===== config.mk =====
export PLATFORM = sky130hd
export DESIGN_NAME = msi_snoop_ctrl
export DESIGN_NICKNAME = d
export VERILOG_FILES = /design/src/rtl/msi_pkg.sv /design/src/rtl/msi_line_array.sv /design/src/rtl/msi_snoop_unit.sv /design/src/rtl/msi_cpu_fsm.sv /design/src/rtl/msi_snoop_ctrl.sv
export SDC_FILE = /design/constraint.sdc
export NUM_CORES = 1
export LEC_CHECK = 0
export BUFFER_PORTS_ARGS = -buffer_cell sky130_fd_sc_hd__buf_2
export CAP_MARGIN = 25
export CORE_MARGIN = 5
export CORE_UTILIZATION = 40
export DETAILED_ROUTE_END_ITERATION = 8
export PLACE_DENSITY = 0.6
export SLEW_MARGIN = 20
export SYNTH_ARGS = -nofsm -noshare
export SYNTH_HDL_FRONTEND = slang
export SYNTH_SLANG_ARGS = --single-unit

===== constraint.sdc =====
create_clock -name clk -period 5.25 [get_ports clk]
set_input_delay 1.575 -clock clk [delete_from_list [all_inputs] [get_ports clk]]
set_output_delay 1.575 -clock clk [all_outputs]
set_load 0.1 [all_outputs]

===== src/rtl/msi_pkg.sv =====
package msi_pkg;

  typedef enum logic [1:0] {
    LS_I = 2'd0,
    LS_S = 2'd1,
    LS_M = 2'd2
  } line_st_e;

  typedef enum logic [1:0] {
    BC_NONE   = 2'd0,
    BC_RDMISS = 2'd1,
    BC_WRMISS = 2'd2,
    BC_INV    = 2'd3
  } bus_cmd_e;

  // Does the current state already allow this access without the bus?
  function automatic logic perm_ok(line_st_e st, logic wr);
    return wr ? (st == LS_M) : (st != LS_I);
  endfunction

  // State after a matching snoop
  function automatic line_st_e snoop_next(bus_cmd_e c, line_st_e st);
    case (c)
      BC_RDMISS: return (st == LS_M) ? LS_S : st;
      BC_WRMISS,
      BC_INV:    return LS_I;
      default:   return st;
    endcase
  endfunction

  // Does a matching snoop force intervention plus write-back?
  function automatic logic snoop_flush(bus_cmd_e c, line_st_e st);
    return (st == LS_M) && ((c == BC_RDMISS) || (c == BC_WRMISS));
  endfunction

endpackage


===== src/rtl/msi_line_array.sv =====
module msi_line_array
  import msi_pkg::*;
#(
  parameter int IDX_W = 2,
  parameter int TAG_W = 6,
  parameter int DW    = 16
) (
  input  logic             clk,
  input  logic             rst_n,
  input  logic [IDX_W-1:0] cpu_idx,
  input  logic             cpu_we,
  input  line_st_e         cpu_st,
  input  logic [TAG_W-1:0] cpu_tag,
  input  logic             cpu_data_we,
  input  logic [DW-1:0]    cpu_data,
  input  logic [IDX_W-1:0] snp_idx,
  input  logic             snp_we,
  input  line_st_e         snp_st,
  output line_st_e         cpu_st_o,
  output logic [TAG_W-1:0] cpu_tag_o,
  output logic [DW-1:0]    cpu_data_o,
  output line_st_e         snp_st_o,
  output logic [TAG_W-1:0] snp_tag_o,
  output logic [DW-1:0]    snp_data_o
);
  localparam int NLINES = 1 << IDX_W;

  logic [NLINES-1:0][1:0]       st_all;
  logic [NLINES-1:0][TAG_W-1:0] tag_all;
  logic [NLINES-1:0][DW-1:0]    dat_all;

  for (genvar i = 0; i < NLINES; i++) begin : g_line
    line_st_e         st_q;
    logic [TAG_W-1:0] tag_q;
    logic [DW-1:0]    dat_q;

    // snoop updates win; the protocol keeps both ports from colliding
    always_ff @(posedge clk) begin
      if (!rst_n) begin
        st_q  <= LS_I;
        tag_q <= '0;
        dat_q <= '0;
      end else if (snp_we && (snp_idx == IDX_W'(i))) begin
        st_q <= snp_st;
      end else if (cpu_we && (cpu_idx == IDX_W'(i))) begin
        st_q  <= cpu_st;
        tag_q <= cpu_tag;
        if (cpu_data_we) dat_q <= cpu_data;
      end
    end

    assign st_all[i]  = st_q;
    assign tag_all[i] = tag_q;
    assign dat_all[i] = dat_q;
  end

  assign cpu_st_o   = line_st_e'(st_all[cpu_idx]);
  assign cpu_tag_o  = tag_all[cpu_idx];
  assign cpu_data_o = dat_all[cpu_idx];
  assign snp_st_o   = line_st_e'(st_all[snp_idx]);
  assign snp_tag_o  = tag_all[snp_idx];
  assign snp_data_o = dat_all[snp_idx];

endmodule


===== src/rtl/msi_snoop_unit.sv =====
module msi_snoop_unit
  import msi_pkg::*;
#(
  parameter int AW    = 8,
  parameter int IDX_W = 2,
  parameter int DW    = 16
) (
  input  logic                clk,
  input  logic                rst_n,
  input  logic                snp_valid,
  input  logic [1:0]          snp_cmd,
  input  logic [AW-1:0]       snp_addr,
  input  line_st_e            line_st,
  input  logic [AW-IDX_W-1:0] line_tag,
  input  logic [DW-1:0]       line_data,
  output logic [IDX_W-1:0]    snp_idx,
  output logic                snp_we,
  output line_st_e            snp_st,
  output logic                flush_q,
  output logic [AW-1:0]       flush_addr_q,
  output logic [DW-1:0]       flush_data_q
);
  localparam int TAG_W = AW - IDX_W;

  bus_cmd_e         cmd;
  logic [TAG_W-1:0] s_tag;
  logic             snp_match;
  logic             flush_ev;

  assign cmd       = bus_cmd_e'(snp_cmd);
  assign snp_idx   = snp_addr[IDX_W-1:0];
  assign s_tag     = snp_addr[AW-1:IDX_W];
  assign snp_match = snp_valid && (line_st != LS_I) && (line_tag == s_tag);
  assign snp_st    = snoop_next(cmd, line_st);
  assign snp_we    = snp_match && (snp_st != line_st);
  assign flush_ev  = snp_match && snoop_flush(cmd, line_st);

  always_ff @(posedge clk) begin
    if (!rst_n) begin
      flush_q      <= 1'b0;
      flush_addr_q <= '0;
      flush_data_q <= '0;
    end else begin
      flush_q      <= flush_ev;
      flush_addr_q <= snp_addr;
      flush_data_q <= line_data;
    end
  end


  nomatch_quiet_chk: assert property (@(posedge clk) disable iff (!rst_n)
    (snp_valid && !snp_match) |=> !flush_q);


  flush_from_snoop_chk: assert property (@(posedge clk) disable iff (!rst_n)
    flush_q |-> $past(snp_valid));

endmodule


===== src/rtl/msi_cpu_fsm.sv =====
module msi_cpu_fsm
  import msi_pkg::*;
#(
  parameter int AW    = 8,
  parameter int IDX_W = 2,
  parameter int DW    = 16
) (
  input  logic                clk,
  input  logic                rst_n,
  input  logic                cpu_req_valid,
  input  logic                cpu_req_write,
  input  logic [AW-1:0]       cpu_req_addr,
  input  logic [DW-1:0]       cpu_req_wdata,
  output logic                cpu_ready,
  output logic                cpu_resp_valid,
  output logic [DW-1:0]       cpu_rdata,
  output logic                bus_req,
  input  logic                bus_gnt,
  output logic [1:0]          bus_cmd,
  output logic [AW-1:0]       bus_addr,
  input  logic                fill_valid,
  input  logic [DW-1:0]       fill_data,
  input  logic                snp_valid,
  output logic [IDX_W-1:0]    lk_idx,
  input  line_st_e            line_st,
  input  logic [AW-IDX_W-1:0] line_tag,
  input  logic [DW-1:0]       line_data,
  output logic                arr_we,
  output line_st_e            arr_st,
  output logic [AW-IDX_W-1:0] arr_tag,
  output logic                arr_data_we,
  output logic [DW-1:0]       arr_data,
  output logic                victim_wb,
  output logic [AW-1:0]       victim_addr,
  output logic [DW-1:0]       victim_data
);
  localparam int TAG_W = AW - IDX_W;

  typedef enum logic [1:0] {FS_IDLE, FS_ARB, FS_ISSUE, FS_FILL} fsm_e;

  fsm_e             state_q, state_d;
  logic             rq_write;
  logic [AW-1:0]    rq_addr;
  logic [DW-1:0]    rq_wdata;

  logic             cur_write;
  logic [AW-1:0]    cur_addr;
  logic [DW-1:0]    cur_wdata;
  logic [TAG_W-1:0] lk_tag;
  logic             lk_hit;
  logic             lk_ok;
  logic             accept;
  bus_cmd_e         cmd;

  assign cur_write = (state_q == FS_IDLE) ? cpu_req_write : rq_write;
  assign cur_addr  = (state_q == FS_IDLE) ? cpu_req_addr  : rq_addr;
  assign cur_wdata = (state_q == FS_IDLE) ? cpu_req_wdata : rq_wdata;
  assign lk_idx    = cur_addr[IDX_W-1:0];
  assign lk_tag    = cur_addr[AW-1:IDX_W];
  assign lk_hit    = (line_st != LS_I) && (line_tag == lk_tag);
  assign lk_ok     = lk_hit && perm_ok(line_st, cur_write);
  assign accept    = (state_q == FS_IDLE) && cpu_req_valid && !snp_valid;

  always_comb begin
    state_d        = state_q;
    cpu_ready      = 1'b0;
    cpu_resp_valid = 1'b0;
    cpu_rdata      = line_data;
    bus_req        = 1'b0;
    cmd            = BC_NONE;
    bus_addr       = cur_addr;
    arr_we         = 1'b0;
    arr_st         = line_st;
    arr_tag        = lk_tag;
    arr_data_we    = 1'b0;
    arr_data       = cur_wdata;
    victim_wb      = 1'b0;
    victim_addr    = {line_tag, lk_idx};
    victim_data    = line_data;
    case (state_q)
      FS_IDLE: begin
        cpu_ready = !snp_valid;
        if (accept) begin
          if (lk_ok) begin
            cpu_resp_valid = 1'b1;
            if (cur_write) begin
              arr_we      = 1'b1;
              arr_st      = LS_M;
              arr_data_we = 1'b1;
            end
          end else begin
            state_d = FS_ARB;
          end
        end
      end
      FS_ARB: begin
        bus_req = 1'b1;
        if (bus_gnt) state_d = FS_ISSUE;
      end
      FS_ISSUE: begin
        bus_req = 1'b1;
        if ((line_st == LS_M) && !lk_hit) begin
          victim_wb = 1'b1;
          arr_we    = 1'b1;
          arr_st    = LS_I;
          arr_tag   = line_tag;
        end else if (lk_ok) begin
          cpu_resp_valid = 1'b1;
          state_d        = FS_IDLE;
        end else if (lk_hit && cur_write) begin
          cmd            = BC_INV;
          arr_we         = 1'b1;
          arr_st         = LS_M;
          arr_data_we    = 1'b1;
          cpu_resp_valid = 1'b1;
          state_d        = FS_IDLE;
        end else begin
          cmd     = cur_write ? BC_WRMISS : BC_RDMISS;
          state_d = FS_FILL;
        end
      end
      FS_FILL: begin
        bus_req = 1'b1;
        if (fill_valid) begin
          arr_we         = 1'b1;
          arr_st         = cur_write ? LS_M : LS_S;
          arr_data_we    = 1'b1;
          arr_data       = cur_write ? cur_wdata : fill_data;
          cpu_resp_valid = 1'b1;
          cpu_rdata      = fill_data;
          state_d        = FS_IDLE;
        end
      end
      default: state_d = FS_IDLE;
    endcase
  end

  assign bus_cmd = cmd;

  always_ff @(posedge clk) begin
    if (!rst_n) begin
      state_q  <= FS_IDLE;
      rq_write <= 1'b0;
      rq_addr  <= '0;
      rq_wdata <= '0;
    end else begin
      state_q <= state_d;
      if (accept) begin
        rq_write <= cpu_req_write;
        rq_addr  <= cpu_req_addr;
        rq_wdata <= cpu_req_wdata;
      end
    end
  end


  granted_phase_chk: assert property (@(posedge clk) disable iff (!rst_n)
    ((state_q == FS_ISSUE) || (state_q == FS_FILL)) |-> bus_gnt);


  upgrade_done_chk: assert property (@(posedge clk) disable iff (!rst_n)
    (bus_cmd == BC_INV) |=> (state_q == FS_IDLE) && !bus_req);


  wb_before_miss_chk: assert property (@(posedge clk) disable iff (!rst_n)
    victim_wb |=> ((bus_cmd == BC_RDMISS) || (bus_cmd == BC_WRMISS)));


  snoop_blocks_cpu_chk: assert property (@(posedge clk) disable iff (!rst_n)
    snp_valid |-> !cpu_ready);


  hit_no_bus_chk: assert property (@(posedge clk) disable iff (!rst_n)
    ((state_q == FS_IDLE) && cpu_resp_valid) |-> !bus_req);

endmodule


===== src/rtl/msi_snoop_ctrl.sv =====
module msi_snoop_ctrl
  import msi_pkg::*;
#(
  parameter int AW    = 8,
  parameter int IDX_W = 2,
  parameter int DW    = 16
) (
  input  logic          clk,
  input  logic          rst_n,
  input  logic          cpu_req_valid,
  input  logic          cpu_req_write,
  input  logic [AW-1:0] cpu_req_addr,
  input  logic [DW-1:0] cpu_req_wdata,
  output logic          cpu_ready,
  output logic          cpu_resp_valid,
  output logic [DW-1:0] cpu_rdata,
  output logic          bus_req,
  input  logic          bus_gnt,
  output logic [1:0]    bus_cmd,
  output logic [AW-1:0] bus_addr,
  input  logic          fill_valid,
  input  logic [DW-1:0] fill_data,
  input  logic          snp_valid,
  input  logic [1:0]    snp_cmd,
  input  logic [AW-1:0] snp_addr,
  output logic          snp_flush,
  output logic [DW-1:0] snp_data,
  output logic          mem_wr_valid,
  output logic [AW-1:0] mem_wr_addr,
  output logic [DW-1:0] mem_wr_data
);
  localparam int TAG_W = AW - IDX_W;

  logic [IDX_W-1:0] c_idx, s_idx;
  line_st_e         c_st, s_st, a_st, sn_st;
  logic [TAG_W-1:0] c_tag, s_tag, a_tag;
  logic [DW-1:0]    c_data, s_data, a_data;
  logic             a_we, a_data_we, sn_we;
  logic             victim_wb, flush_q;
  logic [AW-1:0]    victim_addr, flush_addr;
  logic [DW-1:0]    victim_data, flush_data;

  msi_line_array #(.IDX_W(IDX_W), .TAG_W(TAG_W), .DW(DW)) u_array (
    .clk(clk), .rst_n(rst_n),
    .cpu_idx(c_idx), .cpu_we(a_we), .cpu_st(a_st), .cpu_tag(a_tag),
    .cpu_data_we(a_data_we), .cpu_data(a_data),
    .snp_idx(s_idx), .snp_we(sn_we), .snp_st(sn_st),
    .cpu_st_o(c_st), .cpu_tag_o(c_tag), .cpu_data_o(c_data),
    .snp_st_o(s_st), .snp_tag_o(s_tag), .snp_data_o(s_data)
  );

  msi_snoop_unit #(.AW(AW), .IDX_W(IDX_W), .DW(DW)) u_snoop (
    .clk(clk), .rst_n(rst_n),
    .snp_valid(snp_valid), .snp_cmd(snp_cmd), .snp_addr(snp_addr),
    .line_st(s_st), .line_tag(s_tag), .line_data(s_data),
    .snp_idx(s_idx), .snp_we(sn_we), .snp_st(sn_st),
    .flush_q(flush_q), .flush_addr_q(flush_addr), .flush_data_q(flush_data)
  );

  msi_cpu_fsm #(.AW(AW), .IDX_W(IDX_W), .DW(DW)) u_fsm (
    .clk(clk), .rst_n(rst_n),
    .cpu_req_valid(cpu_req_valid), .cpu_req_write(cpu_req_write),
    .cpu_req_addr(cpu_req_addr), .cpu_req_wdata(cpu_req_wdata),
    .cpu_ready(cpu_ready), .cpu_resp_valid(cpu_resp_valid), .cpu_rdata(cpu_rdata),
    .bus_req(bus_req), .bus_gnt(bus_gnt), .bus_cmd(bus_cmd), .bus_addr(bus_addr),
    .fill_valid(fill_valid), .fill_data(fill_data), .snp_valid(snp_valid),
    .lk_idx(c_idx), .line_st(c_st), .line_tag(c_tag), .line_data(c_data),
    .arr_we(a_we), .arr_st(a_st), .arr_tag(a_tag),
    .arr_data_we(a_data_we), .arr_data(a_data),
    .victim_wb(victim_wb), .victim_addr(victim_addr), .victim_data(victim_data)
  );

  assign snp_flush    = flush_q;
  assign snp_data     = flush_data;
  assign mem_wr_valid = victim_wb | flush_q;
  assign mem_wr_addr  = victim_wb ? victim_addr : flush_addr;
  assign mem_wr_data  = victim_wb ? victim_data : flush_data;


  wr_port_free_chk: assert property (@(posedge clk) disable iff (!rst_n)
    !(victim_wb && flush_q));


  cmd_needs_gnt_chk: assert property (@(posedge clk) disable iff (!rst_n)
    (bus_cmd != 2'd0) |-> (bus_gnt && bus_req));

endmodule


**Word-level counts from Yosys, hierarchy flattened**

Index checks and enable logic that the tools add are counted.

- Equal/unequal tests: 22
- Mux-type cells: 75
- Reduce and logical (&&, ||, !) cells: 42
- Bitwise operators: 5
- Order comparisons: 2

Operators by type and width:

| kind | number |
|---|---|
| two-way mux 16 bit | 9 |
| binary-select mux 16 bit (select 2 bit) | 2 |
| two-way mux 2 bit | 30 |
| binary-select mux 6 bit (select 2 bit) | 2 |
| two-way mux 6 bit | 4 |
| equality test 2 bit (second input constant) | 10 |
| logical AND 1 bit | 19 |
| two-way mux 1 bit | 18 |
| two-way mux 8 bit | 2 |
| equality test 6 bit | 2 |
| AND reduction 3 bit | 4 |
| nonzero test 2 bit | 6 |
| one-hot mux 1 bit (3 select lines) | 3 |
| binary-select mux 2 bit (select 2 bit) | 2 |
| equality test 2 x 1 -> 1 bit (second input constant) | 4 |
| inequality test 2 bit (second input constant) | 4 |
| one-hot mux 2 bit (4 select lines) | 1 |
| AND reduction 2 bit | 4 |
| logical NOT 2 bit | 3 |
| < comparator 2 x 3 -> 1 bit (second input constant) | 2 |
| one-hot mux 2 bit (3 select lines) | 1 |
| AND reduction 5 bit | 1 |
| inverter 1 bit | 4 |
| one-hot mux 2 bit (2 select lines) | 1 |
| 7 further kinds | 8 |

- Logic and storage cells: 165
- Output and inout bits: 71
- Input bits: 57
- Register bits after elaboration: 148

**Depth between registers and ports, before layout**

- Word-level depth: 14
- Depth in mapped cells: 14
- Mapped depth without buffers: 10

**Hierarchy**

From an unflattened synthesis, not the netlist that was laid out.

- Cells, all modules: 864
- Area, all modules: 8469.4 µm²

Modules (own cells, without submodules):

| module | area an instance (µm²) | instances | sequential area each (µm²) | cells each |
|---|---|---|---|---|
| msi_line_array | 4917.2 | 1 | 1921.8 | 456 |
| msi_cpu_fsm | 2311.0 | 1 | 540.5 | 306 |
| msi_snoop_unit | 842.1 | 1 | 500.5 | 74 |
| msi_snoop_ctrl | 399.1 | 1 | 0.0 | 28 |

**Worst setup path after synthesis**

No wires, ideal clock.

- Kind: in2out
- Start point: in cpu_req_addr[1]
- End point: out mem_wr_data[10]
- Arrival: 5910 ps
- Slack: -2235 ps
- Stages on the path: 9
- Cells stage by stage: nor3b_4 > nor2_4 > inv_2 > clkbuf_1 > buf_1 > nand2_1 > nand3_1 > o21ai_0 > o21ai_0

- Longest elaborated chain between the ends: 10
- Elaborated cells between the ends (all ways): 16

RTL lines:

| element | line | RTL |
|---|---|---|
| start: declaration | msi_snoop_ctrl.sv:12 | `input logic [AW-1:0] cpu_req_addr,` |
| two-way mux 8 bit (*) | msi_cpu_fsm.sv:56 | `assign cur_addr = (state_q == FS_IDLE) ? cpu_req_addr : rq_addr;` |
| named net bus_addr[1] | msi_snoop_ctrl.sv:20 | `output logic [AW-1:0] bus_addr,` |
| binary-select mux 6 bit (select 2 bit) / binary-select mux 2 bit (select 2 bit) (equally long branches) | msi_line_array.sv:58, msi_line_array.sv:57 |  |
| two-way mux 6 bit (implied by the code) / two-way mux 2 bit (equally long branches) | msi_line_array.sv:58, msi_line_array.sv:57 |  |
| equality test 6 bit / nonzero test 2 bit (equally long branches) | msi_cpu_fsm.sv:60 | `assign lk_hit = (line_st != LS_I) && (line_tag == lk_tag);` |
| logical AND 1 bit | msi_cpu_fsm.sv:60 |  |
| logical NOT 1 bit | msi_cpu_fsm.sv:102 | `if ((line_st == LS_M) && !lk_hit) begin` |
| logical AND 1 bit | msi_cpu_fsm.sv:102 |  |
| two-way mux 1 bit | msi_cpu_fsm.sv:102 |  |
| two-way mux 1 bit | msi_cpu_fsm.sv:80 | `case (state_q)` |
| two-way mux 16 bit (*) | msi_snoop_ctrl.sv:77 | `assign mem_wr_data = victim_wb ? victim_data : flush_data;` |
| end: declaration | msi_snoop_ctrl.sv:30 | `output logic [DW-1:0] mem_wr_data` |

The timed path passes the listed nets; every way through them passes the cells marked *. The select of a mux whose other input is x is not followed.

**Worst setup path after layout**

- Start point: in cpu_req_addr[1]
- End point: out mem_wr_data[2]

- Longest elaborated chain between the ends: 10
- Elaborated cells between the ends (all ways): 16

RTL lines:

| element | line |
|---|---|
| two-way mux 8 bit (*) | msi_cpu_fsm.sv:56 |
| binary-select mux 6 bit (select 2 bit) / binary-select mux 2 bit (select 2 bit) (equally long branches) | msi_line_array.sv:58, msi_line_array.sv:57 |
| two-way mux 6 bit (implied by the code) / two-way mux 2 bit (equally long branches) | msi_line_array.sv:58, msi_line_array.sv:57 |
| equality test 6 bit / nonzero test 2 bit (equally long branches) | msi_cpu_fsm.sv:60 |
| logical AND 1 bit | msi_cpu_fsm.sv:60 |
| logical NOT 1 bit | msi_cpu_fsm.sv:102 |
| logical AND 1 bit | msi_cpu_fsm.sv:102 |
| two-way mux 1 bit | msi_cpu_fsm.sv:102 |
| two-way mux 1 bit | msi_cpu_fsm.sv:80 |
| two-way mux 16 bit (*) | msi_snoop_ctrl.sv:77 |

Every way passes the cells marked *; elsewhere a longest branch is shown, timed or not. The select of a mux whose other input is x is not followed.

==> run_results.csv <==
group,metric,value,unit
power_and_ir_drop,ir_drop,0.282,mV
clocking,cts_buffers,17,
global_route,grt_max_degree,66,
route,routed_wl,27600,um
cells_and_area,syn2layout_area_growth,40.1,%
route,drc,0,
cells_and_area,post-route-util,0.571,
floorplan,rows,52,
placement,hpwlAfterDp,19000,um
timing,relSlewSlack,0.448,
timing,period_needed,5.50,ns
clocking,cts.sinks,148,
cells_and_area,layout.filler_cells,1856,
yosys,synth_ff_type,"dfxtp_1",
worst_setup_path,critical_path_class,"in -> out",
placement,gp_congestion,0.842,
clocking,clock-root-buffer,"clkbuf_16",
worst_setup_path,cp_max_fo,8,
cells_and_area,final_cell_mix,"nand2_1 (265), dfxtp_1 (148), buf_2 (81)",
timing,skew,0.0112,ns
run_status,outcome,"complete, but fails checks",
worst_setup_path,r2r-start,"u_fsm.state_q[0]",
floorplan,initial_core_util,0.408,
worst_setup_path,arrival,3.92,ns
yosys,yosys_warnings,0,
timing,min_period_over_period,1.05,
cells_and_area,drive_gt1_frac,0.312,
yosys,ys_seq_area_frac,0.358,
timing,fin_ws,-0.246,ns
cells_and_area,final_cells,1448,
clocking,holdBufCountCts,0,
global_route,grt_use_total,0.233,
yosys,synth_edf_count,0,
route,ant_nets,0,
floorplan,chipWidth,154,um
cells_and_area,diodes,0,
worst_setup_path,crit_required,3.68,ns
cells_and_area,layout_commonest_cell,"nand2_1",
route,wl_per_cell,19.1,um
floorplan,die_height,154,um
worst_setup_path,ff2ff_path_depth,14,
route,viasPerCell,5.67,
placement,dp_cells,1406,
yosys,syn_area,8270,um2
yosys,syn_avg_cell_area,8.12,um2
hold_path,hold_start,"u_fsm.rq_addr[5]",
timing,hold_violations,0,
power_and_ir_drop,p_leak,4.87,nW
yosys,ys_ff_latch,148,
worst_setup_path,critPathLaunch,"cpu_req_addr[1]",
cells_and_area,regArea,2960,um2
route,drtIter0Drc,659,
timing,worst_pin_slew,0.820,ns
global_route,overflow,0,
route,firstDrtPassIters,5,
clocking,cts_max_path_buffers,2,
floorplan,core,20300,um2
global_route,antenna_found_initial,2,
yosys,syn_nets,1078,
placement,place_area,10700,um2
timing,setup_violations,27,
run,cap_viol_max_count,0,
route,top_layer,"met5",
clocking,cts_max_level,4,
timing,slew_viol_final,0,
run_status,violations,"negative setup slack",
clocking,cts_tree,"done",
hold_path,whs_path_depth,2,
timing,max_freq,182,MHz
yosys,synthDistinctLibCells,68,
power_and_ir_drop,power_density,438,nW/um2
worst_setup_path,crit_path_start_kind,"primary input",
cells_and_area,final_area,11600,um2
worst_setup_path,worstSetupEndpointType,"output pin",
cells_and_area,multiInputGateArea,5580,um2
route,routed-wl-met3,2100,um
global_route,grt_pass1_vias,7884,
clocking,cts.clk_slew.worst_paths,0.05,ns
yosys,syn-instance-count,1019,
placement,pre_cts_ws,-0.346,ns
floorplan,die_area,23700,um2
placement,io_buffers,127,
route,drt-met1-wl,12200,um
timing,rsz0062_at_grt,"true",
clocking,clock_latency,0.42,ns
hold_path,hold_path.class,"reg -> reg",
route,met2_length,12800,um
yosys,async_reset_ff_frac,0,
route,num_vias,8212,
global_route,grt_pass1_wl,44500,um
floorplan,pin_count,128,
cells_and_area,final_nets,1226,
-- metal layers --
layer  up-vias  track usage
li1       3890            -
met1      3953        0.320
met2       323        0.366
met3        42       0.0520
met4         4       0.0719
met5         -            0
-- cell families (layout without fill, tap and decap cells) --
family / after synthesis / after routing / synth area share
buf+inv: 90 / 249 / 0.0479
simple gates: 442 / 442 / 0.247
xor+xnor: 10 / 10 / 0.0106
fa+ha+maj: 2 / 2 / 0.00302
flops: 148 / 148 / 0.358
mux: 103 / 103 / 0.163
compound gates: 224 / 224 / 0.171
-- through the flow --
| step | hold WS, ns | power [W] | setup TNS (ns) |
|---|---|---|---|
| after floorplan | 0.434 | 0.00299 | -9.88 |
| after global placement | 0.440 | 0.00380 | -7.19 |
| after detailed placement | 0.446 | 0.00380 | -7.81 |
| after CTS | 0.455 | 0.00506 | -5.29 |
| after global routing | 0.475 | 0.00528 | -7.28 |
| final | 0.454 | 0.00507 | -5.17 |
-- final cells by class --
class / instances / share of cell area
Clock buffer: 22 / 0.0409
Clock inverter: 8 / 0.00885
Inverter: 9 / 0.00291
Multi-Input combinational cell: 781 / 0.481
Sequential cell: 148 / 0.256
Tap cell: 270 / 0.0291
Timing Repair Buffer: 210 / 0.182
-- registers in the layout, summed over array words and instances (netlist names), 2 cells and up --
| signal | flops |
|---|---|
| u_array.g_line.dat_q | 64 |
| u_array.g_line.st_q | 8 |
| u_array.g_line.tag_q | 24 |
| u_fsm.rq_addr | 8 |
| u_fsm.rq_wdata | 16 |
| u_fsm.state_q | 2 |
| u_snoop.flush_addr_q | 8 |
| u_snoop.flush_data_q | 16 |
-- synth_stat cells (3+ instances only) --
cell type,instances,area share
nand2b_1,3,0.0023
inv_1,7,0.0032
nand4_1,5,0.0038
a31oi_1,17,0.013
a21boi_0,4,0.0036
buf_2,5,0.0030
nand3_4,3,0.0064
o21ai_0,63,0.038
o211ai_1,23,0.021
and2_1,28,0.021
mux4_2,24,0.065
xnor2_1,8,0.0085
a311oi_1,11,0.012
nor4_1,7,0.0053
buf_1,9,0.0041
buf_6,3,0.0041
nor3_1,3,0.0018
clkbuf_1,56,0.025
nand2_1,287,0.13
mux2i_1,71,0.086
dfxtp_1,148,0.36
a21boi_1,7,0.0064
mux2_2,6,0.0082
a211oi_1,8,0.0073
nor2b_1,4,0.0030
and3_1,15,0.011
o21ai_1,9,0.0054
nand3_1,51,0.031
a21oi_1,61,0.037
buf_4,8,0.0073
nor2_1,16,0.0073
-- worst paths after layout --
| check | end | slack (ns) |
|---|---|---|
| max | mem_wr_data[2] | -0.25 |
| min | u_fsm.rq_addr[5] | 0.45 |
| max reg2reg | u_array.g_line[3].tag_q[5] | 1.13 |
| min reg2reg | u_fsm.rq_addr[5] | 0.45 |
-- power by group --
| part | leakage, nW | total [W] | internal (W) | switching (W) |
|---|---|---|---|---|
| sequential | 1.20 | 0.00122 | 0.00118 | 0.0000442 |
| clock | 0.278 | 0.00120 | 0.000732 | 0.000470 |
| combinational | 3.40 | 0.00265 | 0.000829 | 0.00182 |
| total | 4.87 | 0.00507 | 0.00274 | 0.00233 |
-- repair_timing --
item,4_1_cts,5_1_grt
endpoints found under the setup margin,27,28
cloned,3,0
resized for setup,40,20
buffers inserted,8,3
pin swaps,16,21
hold endpoints to repair,0,0
-- worst max-delay path, cell delays in order --
cell     delay (ns)
buf_8          0.10
or3b_4         0.27
buf_6          0.15
nand3_1        0.12
and3_1         0.20
nor4_1         0.32
and4b_4        0.30
a22oi_4        0.07
nand2_4        0.19
buf_12         0.15
buf_12         0.14
nand2_4        0.06
o21ai_4        0.07
buf_12         0.19
(Power assumes the default switching activity.)
